File: src/rtl/adc_rd_pkg.sv
// Package: shared types for the ADC read-after-conversion controller.
// Assumes: nothing; only holds the sequencer state encoding.
package adc_rd_pkg;

    typedef enum logic [2:0] {
        S_IDLE  = 3'd0,   // waiting for a start request
        S_CONV  = 3'd1,   // read/convert pulse held low
        S_WLOW  = 3'd2,   // waiting for busy to fall
        S_WHIGH = 3'd3,   // waiting for busy to return high
        S_READ  = 3'd4    // data-clock burst running
    } rd_state_t;

endpackage

File: src/rtl/adc_rd_seq.sv
// Module: adc_rd_seq
// Sequences one conversion: accepts a start while idle, pulses the read/convert
// control low, waits for busy to fall and rise, then enables the read burst.
// Assumes: busy_i is synchronous to clk; done_i pulses once at the end of the burst.
module adc_rd_seq
    import adc_rd_pkg::*;
#(
    parameter int PULSE_W     = 4,
    parameter int TIMEOUT_CYC = 4096
) (
    input  logic clk,
    input  logic rst_n,
    input  logic start_i,
    input  logic busy_i,
    input  logic done_i,
    output logic rc_o,
    output logic run_o,
    output logic timeout_o
);

    localparam int LIM   = (TIMEOUT_CYC > PULSE_W) ? TIMEOUT_CYC : PULSE_W;
    localparam int CNT_W = $clog2(LIM + 1);

    rd_state_t        st_q;
    logic [CNT_W-1:0] cnt_q;
    logic             to_q;

    // State, wait counter and error flag advance together.
    always_ff @(posedge clk) begin
        if (!rst_n) begin
            st_q  <= S_IDLE;
            cnt_q <= '0;
            to_q  <= 1'b0;
        end else begin
            case (st_q)
                S_IDLE: begin
                    cnt_q <= '0;
                    if (start_i) begin
                        st_q <= S_CONV;
                        to_q <= 1'b0;
                    end
                end
                S_CONV: begin
                    if (cnt_q == CNT_W'(PULSE_W - 1)) begin
                        st_q  <= S_WLOW;
                        cnt_q <= '0;
                    end else begin
                        cnt_q <= cnt_q + 1'b1;
                    end
                end
                S_WLOW: begin
                    if (!busy_i) begin
                        st_q  <= S_WHIGH;
                        cnt_q <= '0;
                    end else if (cnt_q == CNT_W'(TIMEOUT_CYC - 1)) begin
                        st_q <= S_IDLE;
                        to_q <= 1'b1;
                    end else begin
                        cnt_q <= cnt_q + 1'b1;
                    end
                end
                S_WHIGH: begin
                    if (busy_i) begin
                        st_q  <= S_READ;
                        cnt_q <= '0;
                    end else if (cnt_q == CNT_W'(TIMEOUT_CYC - 1)) begin
                        st_q <= S_IDLE;
                        to_q <= 1'b1;
                    end else begin
                        cnt_q <= cnt_q + 1'b1;
                    end
                end
                S_READ: begin
                    if (done_i) st_q <= S_IDLE;
                end
                default: st_q <= S_IDLE;
            endcase
        end
    end

    // Outputs decode directly from the state register.
    always_comb begin
        rc_o      = (st_q != S_CONV);
        run_o     = (st_q == S_READ);
        timeout_o = to_q;
    end

    // A convert pulse may only begin from idle (start requests elsewhere are dropped).
    assert_start_from_idle_R7: assert property (@(posedge clk) disable iff (!rst_n)
        $fell(rc_o) |-> $past(st_q) == S_IDLE);

    // A timeout always leaves the controller idle with the control line released.
    assert_timeout_idle_R8: assert property (@(posedge clk) disable iff (!rst_n)
        $rose(timeout_o) |-> (st_q == S_IDLE) && rc_o && !run_o);

    // The read burst starts only once busy has come back high.
    assert_read_after_busy_R3: assert property (@(posedge clk) disable iff (!rst_n)
        $rose(run_o) |-> busy_i && ($past(st_q) == S_WHIGH));

endmodule

File: src/rtl/adc_rd_dclk.sv
// Module: adc_rd_dclk
// Divides the system clock into a gated data clock of DATA_W+1 pulses while
// run_i is high; flags the cycle before each rising edge and the burst end.
// Assumes: DCLK_HALF >= 2 and chosen so the data clock stays within its rate limit.
module adc_rd_dclk #(
    parameter int DATA_W    = 16,
    parameter int DCLK_HALF = 8,
    parameter int IDX_W     = $clog2(DATA_W + 2)
) (
    input  logic             clk,
    input  logic             rst_n,
    input  logic             run_i,
    output logic             dclk_o,
    output logic             smp_o,
    output logic [IDX_W-1:0] idx_o,
    output logic             done_o
);

    localparam int PH_W = (DCLK_HALF > 1) ? $clog2(DCLK_HALF) : 1;

    logic [PH_W-1:0]  ph_q;
    logic [IDX_W-1:0] pulse_q;
    logic             dclk_q;
    logic             ph_end;

    assign ph_end = (ph_q == PH_W'(DCLK_HALF - 1));

    // Phase counter toggles the clock every DCLK_HALF cycles and counts pulses.
    always_ff @(posedge clk) begin
        if (!rst_n || !run_i) begin
            ph_q    <= '0;
            pulse_q <= '0;
            dclk_q  <= 1'b0;
        end else if (ph_end) begin
            ph_q   <= '0;
            dclk_q <= ~dclk_q;
            if (dclk_q) pulse_q <= pulse_q + 1'b1;
        end else begin
            ph_q <= ph_q + 1'b1;
        end
    end

    // Strobes for the shifter and the sequencer.
    always_comb begin
        dclk_o = dclk_q;
        idx_o  = pulse_q;
        smp_o  = run_i && !dclk_q && ph_end;
        done_o = run_i && dclk_q && ph_end && (pulse_q == IDX_W'(DATA_W));
    end

    // The burst never exceeds DATA_W+1 pulses.
    assert_pulse_bound_R4: assert property (@(posedge clk) disable iff (!rst_n)
        run_i |-> pulse_q <= IDX_W'(DATA_W));

    // Every high phase lasts more than one system cycle.
    assert_dclk_hold_R4: assert property (@(posedge clk) disable iff (!rst_n)
        (run_i && $rose(dclk_o)) |=> dclk_o);

endmodule

File: src/rtl/adc_rd_shift.sv
// Module: adc_rd_shift
// Captures serial data on each sample strobe, drops the first capture and
// assembles DATA_W bits MSB first; loads the result and pulses valid on the last.
// Assumes: idx_i numbers the pulses of the current burst from zero.
module adc_rd_shift #(
    parameter int DATA_W = 16,
    parameter int IDX_W  = 5
) (
    input  logic              clk,
    input  logic              rst_n,
    input  logic              smp_i,
    input  logic [IDX_W-1:0]  idx_i,
    input  logic              sdata_i,
    output logic [DATA_W-1:0] result_o,
    output logic              valid_o
);

    logic [DATA_W-2:0] sh_q;

    // Shift kept bits in; load the result and strobe on the final one.
    always_ff @(posedge clk) begin
        if (!rst_n) begin
            sh_q     <= '0;
            result_o <= '0;
            valid_o  <= 1'b0;
        end else begin
            valid_o <= 1'b0;
            if (smp_i && idx_i != '0) begin
                sh_q <= {sh_q[DATA_W-3:0], sdata_i};
                if (idx_i == IDX_W'(DATA_W)) begin
                    result_o <= {sh_q, sdata_i};
                    valid_o  <= 1'b1;
                end
            end
        end
    end

    // The strobe lasts exactly one cycle.
    assert_valid_single_R6: assert property (@(posedge clk) disable iff (!rst_n)
        valid_o |=> !valid_o);

    // The result only changes together with the strobe.
    assert_result_hold_R6: assert property (@(posedge clk) disable iff (!rst_n)
        !valid_o |-> $stable(result_o));

endmodule

File: src/rtl/adc_rd_ctrl.sv
// Module: adc_rd_ctrl (top)
// Host-side controller that starts a conversion, waits out the busy period with
// the data clock idle, then reads the serial result with a gated clock burst.
// Assumes: all inputs synchronous to clk; select may stay permanently active.
module adc_rd_ctrl #(
    parameter int DATA_W      = 16,
    parameter int DCLK_HALF   = 8,
    parameter int PULSE_W     = 4,
    parameter int TIMEOUT_CYC = 4096
) (
    input  logic              clk,
    input  logic              rst_n,
    input  logic              start_i,
    input  logic              busy_i,
    input  logic              sdata_i,
    output logic              rc_o,
    output logic              cs_n_o,
    output logic              dclk_o,
    output logic [DATA_W-1:0] result_o,
    output logic              valid_o,
    output logic              timeout_o
);

    localparam int IDX_W = $clog2(DATA_W + 2);

    logic             run;
    logic             done;
    logic             smp;
    logic [IDX_W-1:0] idx;

    assign cs_n_o = 1'b0;

    adc_rd_seq #(
        .PULSE_W     (PULSE_W),
        .TIMEOUT_CYC (TIMEOUT_CYC)
    ) u_seq (
        .clk       (clk),
        .rst_n     (rst_n),
        .start_i   (start_i),
        .busy_i    (busy_i),
        .done_i    (done),
        .rc_o      (rc_o),
        .run_o     (run),
        .timeout_o (timeout_o)
    );

    adc_rd_dclk #(
        .DATA_W    (DATA_W),
        .DCLK_HALF (DCLK_HALF),
        .IDX_W     (IDX_W)
    ) u_dclk (
        .clk    (clk),
        .rst_n  (rst_n),
        .run_i  (run),
        .dclk_o (dclk_o),
        .smp_o  (smp),
        .idx_o  (idx),
        .done_o (done)
    );

    adc_rd_shift #(
        .DATA_W (DATA_W),
        .IDX_W  (IDX_W)
    ) u_shift (
        .clk      (clk),
        .rst_n    (rst_n),
        .smp_i    (smp),
        .idx_i    (idx),
        .sdata_i  (sdata_i),
        .result_o (result_o),
        .valid_o  (valid_o)
    );

    // The data clock stays quiet for the whole busy period.
    assert_dclk_quiet_R3: assert property (@(posedge clk) disable iff (!rst_n)
        !busy_i |-> !dclk_o);

    // No strobe while the control line is pulsed for a new conversion.
    assert_no_valid_in_conv_R6: assert property (@(posedge clk) disable iff (!rst_n)
        !rc_o |-> !valid_o);

endmodule

File: config.mk
export PLATFORM = sky130hd
export DESIGN_NAME = adc_rd_ctrl
export DESIGN_NICKNAME = d
export VERILOG_FILES = /design/src/rtl/adc_rd_pkg.sv /design/src/rtl/adc_rd_seq.sv /design/src/rtl/adc_rd_dclk.sv /design/src/rtl/adc_rd_shift.sv /design/src/rtl/adc_rd_ctrl.sv
export SDC_FILE = /design/constraint.sdc
export NUM_CORES = 1
export LEC_CHECK = 0
export BUFFER_PORTS_ARGS = -buffer_cell sky130_fd_sc_hd__buf_2
export CAP_MARGIN = 15
export CORE_MARGIN = 8
export CORE_UTILIZATION = 58
export CTS_CLUSTER_SIZE = 8
export DETAILED_ROUTE_END_ITERATION = 12
export GPL_TIMING_DRIVEN = 0
export PLACE_DENSITY = 0.8
export SYNTH_ARGS = -nofsm -noshare
export SYNTH_HDL_FRONTEND = slang
export SYNTH_SLANG_ARGS = --single-unit
File: constraint.sdc
create_clock -name clk -period 2.1 [get_ports clk]
set_input_delay 0.105 -clock clk [delete_from_list [all_inputs] [get_ports clk]]
set_output_delay 0.105 -clock clk [all_outputs]
set_load 0.1 [all_outputs]
# Yosys cells after proc, flatten, opt, wreduce, memory -nomap -nowiden
# Index checks and enable logic that the tools add are counted.
# op_classes
n_addsub	3
eq_ne	14
muxes	18
bitwise	1
reduce_logical	20
# ops
op	count
$mux 13	4
$pmux 13 s4	1
$mux 3	6
$pmux 3 s5	1
$add 13x1->13 const B	1
$eq 13x12->1 const B	1
$eq 13x2->1 const B	1
$ne 2x2->1 const B	4
$eq 3x2->1 const B	2
$eq 3x3->1 const B	2
$logic_and 1x1->1	6
$reduce_and 2->1	3
$add 5x1->5 const B	1
$eq 5x5->1 const B	1
$mux 1	5
$reduce_bool 5->1	1
$reduce_and 4->1	1
$reduce_bool 4->1	1
$add 3x1->3 const B	1
$eq 3x1->1 const B	1
$logic_not 1->1	3
$logic_not 3->1	1
$ne 3x1->1 const B	1
$pmux 1 s3	1
6 further kinds	6
# totals
register_bits	58
word_cells	65

# Logic depth before layout (Yosys ltp)
# depth
ltp_word	6
depth_mapped	8

# By module
# A second synthesis with hierarchy kept.
# hier_totals
cells_unflattened	363
hier_area_um2	3109.2
# by_module_without_submodules
module	n_inst	cells_per_inst	area_per_inst_um2	seq_area_each_um2
adc_rd_shift	1	181	1601.5	640.6
adc_rd_seq	1	134	1082.3	340.3
adc_rd_dclk	1	46	414.1	180.2
adc_rd_ctrl	1	2	11.3	0.0

# Worst setup path after synthesis
# OpenSTA, ideal clock, no wires.
# synth_path
kind	register -> register
start	register u_dclk.dclk_q, in the netlist u_dclk.dclk_o
end	register u_shift.result_o[10]
arrival_time_ps	2017
required_time_ps	1972
setup_slack_ps	-44
path_stages_with_launch	7
period_less_slack_ps	2144
cell_sequence	dfxtp_1 -> and4b_1 -> nand4_1 -> buf_2 -> buf_4 -> mux2i_1 -> nor2_1
# synth_via
elab_chain_cells	5
# synth_lines
element	line	source
from (decl)	adc_rd_dclk.sv:23	logic dclk_q;
from (signal assigned)	adc_rd_dclk.sv:36	dclk_q <= ~dclk_q;
$logic_not 1->1	adc_rd_dclk.sv:47	smp_o = run_i && !dclk_q && ph_end;
$logic_and 1x1->1 (2 in series)	adc_rd_dclk.sv:47	
$logic_and 1x1->1	adc_rd_shift.sv:28	if (smp_i && idx_i != '0) begin
$reduce_and 2->1 (no line)	n/a	
to (signal assigned)	adc_rd_shift.sv:31	result_o <= {sh_q, sdata_i};
to (decl)	adc_rd_shift.sv:14	output logic [DATA_W-1:0] result_o,
# Every way passes these cells.
# A chain may end at the register's enable or synchronous reset.

# Final worst setup path
# layout_path
start	register u_dclk.ph_q[0]
end	register u_shift.result_o[11]
# layout_via
elab_chain_cells	4
# layout_lines
element	line	source
from (decl)	adc_rd_dclk.sv:21	logic [PH_W-1:0] ph_q;
from (signal assigned)	adc_rd_dclk.sv:39	ph_q <= ph_q + 1'b1;
$eq 3x3->1	adc_rd_dclk.sv:26	assign ph_end = (ph_q == PH_W'(DCLK_HALF - 1));
$logic_and 1x1->1	adc_rd_dclk.sv:47	
$logic_and 1x1->1	adc_rd_shift.sv:28	
$reduce_and 2->1 (no line)	n/a	
# Every way passes these cells.

==> reports/results.ini <==
[logic_synthesis]
ys_ff_latch=58
syn_area_sq_um=2660
synth_area_leaders=dfxtp_1, mux2i_1, nor2_1
yosysTopAreaCellShare=0.437
yosysWarnings=0
postSynthAreaPerCell_sq_um=9.25
syn-instance-count=287
synth.largest_area_cell=dfxtp_1
synth-edff-count=0
synthArstFlopShare=0
synth_nets=297
yosys.cell_types.count=62
ys_dominant_reg_cell=dfxtp_1
yosysSeqAreaShare=0.437

[clock_tree]
ctsRootBufferMaster=clkbuf_8
cts_inserted_buffers=9
cts_tree=built
cts_max_level=3
insertion_delay_ns=0.34
cts.sinks=58
path_clk_slew_ns=0.07
clk_path_buf_depth=2

[timing]
finalSetupViolCount=0
relSlewSlack=0.646
post-route-period-util=0.941
hold_viol_final=0
tns_ns=0
rsz0062_at_grt=no
fmax_mhz=506
tightestPinTransition_ns=0.531
fin_crit_ns=1.98
skew_ns=0.00667
holdWs_ns=0.0377
drv_slew=0

[floorplanning]
die_x_microns=83.7
io_pins=26
die_h_microns=83.7
rows=24
dieArea_sq_um=7000
core_area_sq_um=4380
initial_utilization=0.606

[placement]
io_buffers=23
dp.final_hpwl_microns=3920
place_congestion=0.867
dpl_cell_area_sq_um=2840

[worst_setup_path]
rr_worst_depth=8
critical_path_class=flop to flop
crit_slowest_cell=dfxtp_1
endpoint_kind=flop
crit_path_cell_trace=ha_1, ha_1, and4b_1, nand4_1, clkbuf_4, buf_4, mux2i_1, nor2_1
cp_max_fo=10
crit_arrival_ns=2.19
cp.required_ns=2.32
critical_path_depth=8
path_common_cell=ha_1
cpPeakStageDelay_ns=0.31
cp-start-kind=flop
critPathBufInv=2
critPathTopFamily=buffers and inverters

[routing]
via_count=2200
drtAntennaViolNets=0
post-route-drc-count=0
drt-pass1-iter-count=4
wl_per_cell_microns=14.7
drt_iter0_markers=188
viasPerCell=5.80
routed_wl_microns=5580

[flow_run]
cap_violations=0

[cells_and_area]
nNetsFinal=332
final_cell_area_sq_um=3090
drive_above_1_share=0.217
area_growth_pct=16.4
diodes=0
finish.utilization=0.705

[global_routing]
grt_antenna_before_repair=0
grt_max_degree=12
first_global_vias=2140
track_usage=0.168
overflow=0
grt_pass1_wl_microns=9760

[pwr]
power_leakage_nw=1.28
ir_drop_mv=0.644
power_density_nw_per_um2=804

[hold_path]
hold_path_depth=3
hp-class=input pin to flop

[status]
status=complete, no violations

==> registers in the layout, indices dropped and copies added (netlist names) <==
signal            flops
u_shift.valid_o       1
u_dclk.ph_q           3
u_dclk.dclk_o         1
u_dclk.idx_o          5
u_shift.result_o     16
u_seq.cnt_q          13
u_shift.sh_q         15
u_seq.timeout_o       1
u_seq.st_q            3
==> layout by cell type (no fill, tap or decap), types with 3 or more instances in the layout <==
master | synthesis | final
xor2_1 | 4 | 4
o21ai_0 | 7 | 7
nand2_1 | 19 | 19
inv_1 | 3 | 3
nor4_1 | 4 | 3
clkbuf_1 | 7 | 7
a21oi_1 | 14 | 14
and2_1 | 4 | 4
nor2_1 | 47 | 47
nand3_1 | 6 | 6
buf_2 | 5 | 27
nand4_1 | 6 | 6
clkbuf_8 | 0 | 9
nor3_1 | 4 | 4
ha_1 | 5 | 4
o21ai_1 | 4 | 4
dfxtp_1 | 58 | 56
mux2i_1 | 31 | 31
buf_4 | 5 | 6
==> what timing repair did <==
item | 4_1_cts | 5_1_grt
setup buffers | 1 | 0
cloned | 0 | 0
pin swaps | 1 | 1
endpoints found under the setup margin | 6 | 20
resized for setup | 2 | 4
hold buffers | 0 | 0
==> worst paths after layout <==
check	from	endpoint	slack, ns
max	u_dclk.ph_q[0]$_SDFF_PP0_	u_shift.result_o[11]$_SDFFE_PN0P_	0.12
min	sdata_i	u_shift.result_o[0]$_SDFFE_PN0P_	0.04
min reg2reg	u_dclk.ph_q[0]$_SDFF_PP0_	u_dclk.ph_q[0]$_SDFF_PP0_	0.43
max reg2reg	u_dclk.ph_q[0]$_SDFF_PP0_	u_shift.result_o[11]$_SDFFE_PN0P_	0.12
==> logic make-up (layout without fill, tap and decap cells) <==
family,Yosys count,in the layout,share of synthesized area
AND/OR/NAND/NOR,112,112,0.218
adder cells (fa/ha/maj),5,5,0.0236
AO/OA/AOI/OAI,52,52,0.143
other,1,1,0.00141
XOR/XNOR,6,6,0.0198
buffers and inverters,22,62,0.0405
multiplexers,31,31,0.117
flip-flops,58,58,0.437
==> synthesized netlist by cell type, drive strengths merged, types with 2 or more instances <==
master and count:
nand3b 2, xnor2 2, a21oi 15, nor3b 2, dfxtp 58, nand3 7, xor2 4, nor4 5
a31oi 3, inv 3, a211oi 4, a222oi 2, nand2b 2, buf 11, nor3 4, and4 2
and2 4, ha 5, a41oi 2, nand2 20, nor2 48, o21ai 12, clkbuf 7, nand4 7
a311oi 2, mux2i 31
==> layout make-up <==
type	instances	area (sq um)
Buffer	18	95.1
Clock buffer	9	124
Clock inverter	7	93.8
Fill cell	331	1290
Inverter	4	15.0
Multi-Input combinational cell	207	1410
Sequential cell	58	1160
Tap cell	52	65.1
Timing Repair Buffer	24	123
==> tightest hold or removal path, stage by stage <==
cell	delay, ns
buf_2	0.10
mux2i_1	0.06
nor2_1	0.07
==> per-layer routing <==
layer | share of wire | global-route usage
met1 | 0.44 | 0.191
met2 | 0.48 | 0.265
met3 | 0.052 | 0.0449
met4 | 0.027 | 0.119
met5 | 0 | 0
==> where the power goes <==
part | switching (mW) | internal [mW]
Combinational | 0.156 | 0.0834
Sequential | 0.0128 | 1.11
Clock | 0.459 | 0.664
==> stage by stage <==
| step | power (mW) | instances | setup slack [ns] |
|---|---|---|---|
| final | 2.49 | 379 | 0.124 |
| after global placement | 1.37 | 362 | -0.0332 |
| after global routing | 2.58 | 379 | 0.00645 |
| after detailed placement | 1.37 | 362 | -0.0778 |
| after CTS | 2.50 | 379 | 0.0183 |
| after floorplan | 1.33 | 287 | 0.200 |
No activity file was read; power rests on OpenSTA's default activity.
